### src/rtl/sysctl_pkg.sv
package sysctl_pkg;

  // Byte offsets of the register locations; decode depends on these values.
  localparam int OFF_PAUSE = 'h00;
  localparam int OFF_IDENT = 'h04;
  localparam int OFF_STAT  = 'h08;
  localparam int OFF_CLR   = 'h0C;
  localparam int OFF_SET   = 'h10;

  // Per-cycle strobes from the decoder to the datapath.
  typedef struct packed {
    logic pauseWr;
    logic clrWr;
    logic setWr;
    logic identRd;
    logic statRd;
  } regStrobe_t;

endpackage

### src/rtl/sysctl_ctrl.sv
module sysctl_ctrl
  import sysctl_pkg::*;
#(
  parameter int ADDR_W = 8
) (
  input  logic [ADDR_W-1:0] addr,
  input  logic              wrEn,
  input  logic              rdEn,
  output regStrobe_t        strb
);

  function automatic logic hit(input logic [ADDR_W-1:0] a, input int off);
    return a == ADDR_W'(off);
  endfunction

  always_comb begin
    strb         = '0;
    strb.pauseWr = wrEn && hit(addr, OFF_PAUSE);
    strb.clrWr   = wrEn && hit(addr, OFF_CLR);
    strb.setWr   = wrEn && hit(addr, OFF_SET);
    strb.identRd = rdEn && hit(addr, OFF_IDENT);
    strb.statRd  = rdEn && hit(addr, OFF_STAT);
  end

endmodule

### src/rtl/sysctl_datapath.sv
module sysctl_datapath
  import sysctl_pkg::*;
#(
  parameter int              DATA_W  = 32,
  parameter logic [DATA_W-2:0] ID_INFO = '0
) (
  input  logic              clk,
  input  logic              porRstN,
  input  logic              sysRstN,
  input  regStrobe_t        strb,
  input  logic [DATA_W-1:0] wrData,
  input  logic              irq,
  output logic [DATA_W-1:0] rdData,
  output logic              pauseReq
);

  localparam logic              ID_MORE = (ID_INFO != '0);
  localparam logic [DATA_W-1:0] ID_WORD = {ID_INFO, ID_MORE};

  logic              pauseQ;
  logic              porFlagQ;
  logic [DATA_W-1:0] statusQ;

  // Sleep request: interrupt wins over a same-cycle pause write.
  always_ff @(posedge clk or negedge sysRstN) begin
    if (!sysRstN)          pauseQ <= 1'b0;
    else if (irq)          pauseQ <= 1'b0;
    else if (strb.pauseWr) pauseQ <= 1'b1;
  end

  // Power-on flag: raised only by power-on reset, dropped only by a clear mask.
  always_ff @(posedge clk or negedge porRstN) begin
    if (!porRstN)                     porFlagQ <= 1'b1;
    else if (strb.clrWr && wrData[0]) porFlagQ <= 1'b0;
  end

  assign statusQ[0] = porFlagQ;

  // Software-owned flags above bit 0; only power-on reset touches them.
  for (genvar b = 1; b < DATA_W; b++) begin : g_flag
    logic flagQ;
    always_ff @(posedge clk or negedge porRstN) begin
      if (!porRstN)                     flagQ <= 1'b0;
      else if (strb.clrWr && wrData[b]) flagQ <= 1'b0;
      else if (strb.setWr && wrData[b]) flagQ <= 1'b1;
    end
    assign statusQ[b] = flagQ;
  end

  always_comb begin
    rdData = '0;
    if (strb.identRd)     rdData = ID_WORD;
    else if (strb.statRd) rdData = statusQ;
  end

  assign pauseReq = pauseQ;


  irq_drops_pause_chk: assert property (@(posedge clk) disable iff (!sysRstN)
    irq |=> !pauseReq);


  pause_raise_chk: assert property (@(posedge clk) disable iff (!sysRstN)
    (strb.pauseWr && !irq) |=> pauseReq);


  por_flag_clear_chk: assert property (@(posedge clk) disable iff (!porRstN)
    (strb.clrWr && wrData[0]) |=> !statusQ[0]);


  por_flag_noset_chk: assert property (@(posedge clk) disable iff (!porRstN)
    (strb.setWr && !statusQ[0]) |=> !statusQ[0]);

endmodule

### src/rtl/sysctl_regblock.sv
module sysctl_regblock
  import sysctl_pkg::*;
#(
  parameter int                ADDR_W  = 8,
  parameter int                DATA_W  = 32,
  parameter logic [DATA_W-2:0] ID_INFO = (DATA_W-1)'('h5A3)
) (
  input  logic              clk,
  input  logic              porRstN,
  input  logic              warmRstN,
  input  logic [ADDR_W-1:0] addr,
  input  logic              wrEn,
  input  logic              rdEn,
  input  logic [DATA_W-1:0] wrData,
  output logic [DATA_W-1:0] rdData,
  input  logic              irq,
  output logic              pauseReq
);

  regStrobe_t strb;
  logic       sysRstN;

  assign sysRstN = porRstN & warmRstN;

  sysctl_ctrl #(.ADDR_W(ADDR_W)) u_ctrl (
    .addr (addr),
    .wrEn (wrEn),
    .rdEn (rdEn),
    .strb (strb)
  );

  sysctl_datapath #(.DATA_W(DATA_W), .ID_INFO(ID_INFO)) u_dp (
    .clk      (clk),
    .porRstN  (porRstN),
    .sysRstN  (sysRstN),
    .strb     (strb),
    .wrData   (wrData),
    .irq      (irq),
    .rdData   (rdData),
    .pauseReq (pauseReq)
  );


  quiet_read_chk: assert property (@(posedge clk) disable iff (!sysRstN)
    (rdEn && !strb.identRd && !strb.statRd) |-> (rdData == '0));


  idle_read_chk: assert property (@(posedge clk) disable iff (!sysRstN)
    !rdEn |-> (rdData == '0));

endmodule

### config.mk
export PLATFORM = sky130hd
export DESIGN_NAME = sysctl_regblock
export DESIGN_NICKNAME = d
export VERILOG_FILES = /design/src/rtl/sysctl_pkg.sv /design/src/rtl/sysctl_ctrl.sv /design/src/rtl/sysctl_datapath.sv /design/src/rtl/sysctl_regblock.sv
export SDC_FILE = /design/constraint.sdc
export NUM_CORES = 1
export LEC_CHECK = 0
export ABC_AREA = 0
export BUFFER_PORTS_ARGS = -buffer_cell sky130_fd_sc_hd__buf_2
export CAP_MARGIN = 25
export CORE_AREA = 2 2 68 76
export CTS_BUF_LIST = sky130_fd_sc_hd__clkbuf_16
export CTS_CLUSTER_DIAMETER = 120
export DETAILED_ROUTE_END_ITERATION = 16
export DIE_AREA = 0 0 70 78
export GPL_TIMING_DRIVEN = 0
export HOLD_SLACK_MARGIN = 0.05
export PLACE_DENSITY = 0.72
export SLEW_MARGIN = 20
export SYNTH_ARGS = -nofsm -noshare
export SYNTH_HDL_FRONTEND = slang
export SYNTH_SLANG_ARGS = --single-unit
### constraint.sdc
create_clock -name clk -period 1.6 [get_ports clk]
set_clock_uncertainty 0.2 [all_clocks]
set_input_delay 0.32 -clock clk [delete_from_list [all_inputs] [get_ports clk]]
set_output_delay 0.32 -clock clk [all_outputs]
set_load 0.03 [all_outputs]
==> impl_results.md <==
- Outcome: complete, but fails checks
- Violated checks: setup timing
- Crit path from: addr[4]
- Pleak: 1.27 nW
- Syn. warnings: 0
- Commonest non-fill, non-tap cell in the layout: buf_2
- DR DRC count: 0
- Num Clock Sinks: 33
- Slew HR: 49.6%
- FF-to-FF Start: u_dp.g_flag[10].flagQ$_DFFE_PN0P_
- Tmin final: 1980 ps
- Port bufs: between 70 and 80
- Slowest CP cell: and4_4
- Combinational share of power: 11.6%
- # diodes: 0
- Reg power frac: around 44%
- Clk pin slew, worst setup/hold paths: around 50 ps
- Die Wd: 70 um
- Mapped Nets: around 220
- Overflow after GRT: 0
- Critical path endpoint category: primary output
- Number of nets with antenna violations after routing: 0
- Sequential cell area fraction in the yosys report: 45.8%
- Setup ws final: -382 ps
- RePlAce Congestion: 0.744
- Die area: 5460 sq um
- Worst path cell trace: buf_8, nor4_4, and4_4, buf_8, and2_4, buf_6
- Crit Path Class: in2out
- Non-filler cells, final: 322
- Hold Fails Final Rpt: 0
- Yosys reg bits: 33
- Drt pass-1 iters: 4
- First-pass GRT wire length: 8630 um
- Synth Instances: 171
- Met3 GRT Util: 3.51%
- H-Tree Depth: 2
- Yosys top cell area share: 44.4%
- Synth area leaders: dfrtp_1 (44%), a32o_1 (17%), nand4_1 (11%)
- Die Height: approximately 80 um
- Max-Cap Viols: 0
- Final hold slack: 106 ps
- Vias in the first global route: 1845
- Clk root buf: clkbuf_16
- Pwr dens: 702 nW/um^2
- Net switching power: 0.475 mW
- Placed cell count: 305
- Ratio of cells with drive above 1 in the final layout: 54.1%
- Starting Density: 39.1%
- DR vias/cell: 5.68
- CTS max path bufs: 2
- CP max FO: 10
- Detail Placement HPWL: 3540 um
- Inserted Clock Buffers: 5
- Routed len/inst: 15.9 um
- Total routed wirelength: between 5000 and 6000 um
- Met1 usage: between 20% and 30%
- CP required: ~1100 ps
- Slew @ Worst Pin: 756 ps
- Area grow syn2layout: 59.2%
- Avg Synthesized Cell Area: 10.6 sq um
- Mapped Area: ~1800 sq um
- Hold path start: wrData[16]
- 1st-iter DRT viols: 161
- Slew Limit Fails: 0
- Later-pin clock latency in the skew report: about 270 ps
- Peak Freq: 0.504 GHz
- Worst Hold Class: in2reg
- Net Sw Frac: 23.6%
- Total chip power: 2.02 mW
- Busiest grt layer: met2
- Count of cell types in the netlist: 24
- Synth area leader: dfrtp_1
- Worst EP arrival: 1460 ps
- Met2 Use GR: between 30% and 40%
- Dpl ws: -633 ps
- Tcrit/Tclk final: 124%
- Clk pwr share: 44.1%
- Pin count of the biggest net entering global routing: 34
- Row count: 26
- Slowest stage delay, CP: 320 ps
- Core Area: 4620 sq um
- Startpoint Class: primary input
- CTS tree: yes
- Total Routing Usage GR: 20.0%
- Via Count: around 1800
- Worst vdd ir: 508 uV
- Number of nets in the layout: 311
- Initial antenna violation count: 0
- CP dominant cell by count: buf_8
- Most frequent cells in the layout: buf_2 (51), buf_6 (33), dfrtp_1 (32)
- IO Count: 79
- P_int: 1.54 mW
- Finish-stage setup viols: 32
- RSZ-0062 raised after global routing: yes
[through the flow]
stage	util (%)	TNS (ps)	area, sq um
2_1_floorplan	-	-5760	1950
4_1_cts	60.7	-11620	2810
3_5_place_dp	52.2	-22300	2410
6_report	62.2	-11300	2870
5_1_grt	62.2	-13270	2870
3_3_place_gp	52.2	-21730	2410
[Yosys cell counts, drive strengths merged]
library cell  count
and3              1
nand4            31
dfstp             1
o21a              1
nor3              1
buf              15
nor2b             1
nor4              1
nand2b            1
and4              1
clkbuf            5
nand3             2
and2             26
a32o             31
a21oi             7
and3b             1
nor3b             1
a31oi             1
nor2              3
nand2             8
dfrtp            32
[layout make-up]
class | instances | area (sq um)
Timing Repair Buffer | 87 | 689
Clock inverter | 3 | 12.5
Clock buffer | 5 | 125
Fill cell | 393 | 1750
Sequential cell | 33 | 827
Tap cell | 56 | 70.1
Multi-Input combinational cell | 118 | 1020
Buffer | 20 | 133
[what timing repair did]
action                     in CTS  in global routing
hold buffers                    3                  0
setup endpoints to repair      32                 32
setup buffers                   4                  2
pin swaps                       4                  2
hold endpoints to repair       33                  0
gates cloned                    0                  0
gates resized for setup        63                 16
[path summary, 6_finish.rpt]
check / to / slack [ps] / cells past startpoint
worst max-delay path: rdData[16] / -380 / 6
worst min-delay path: u_dp.g_flag[16].flagQ$_DFFE_PN0P_ / 110 / 2
worst max register to register: u_dp.g_flag[10].flagQ$_DFFE_PN0P_ / 680 / 1
worst min register to register: u_dp.porFlagQ$_DFFE_PN1P_ / 260 / 1
max in group asynchronous: u_dp.pauseReq$_DFFE_PN0P_ / 230 / 3
min in group asynchronous: u_dp.pauseReq$_DFFE_PN0P_ / 240 / 3
[cell families (layout without fill, tap and decap cells)]
logic type             after synthesis  in the layout  synth area share (%)
AND/OR/NAND/NOR                     78             78                  27.9
buffers and inverters               20            115                  6.38
flip-flops                          33             33                  45.8
AO/OA/AOI/OAI                       40             40                  19.9
[sequential cells by signal, indices dropped and copies added, names as in the netlist]
| name | cells |
|---|---|
| u_dp.g_flag.flagQ | 31 |
| u_dp.pauseReq | 1 |
| u_dp.porFlagQ | 1 |
[power by group through the flow]
stage | logic, mW | registers [mW] | clock network [mW]
floorplan | 0.0978 | 0.902 | 0
global placement | 0.211 | 0.905 | 0
detailed placement | 0.214 | 0.907 | 0
CTS | 0.230 | 0.893 | 0.915
global route | 0.259 | 0.897 | 0.944
finish | 0.234 | 0.893 | 0.890
[critical path: cells and delay by family]
family,cells,cell delay (ps)
simple gates,3,770
buf+inv,3,370
[metal layers]
metal	routed length, um	vias to the layer above
met5	0	-
met3	199	4
met1	2120	912
met2	2760	52
li1	-	861
met4	58	0
(Power assumes the default switching activity.)
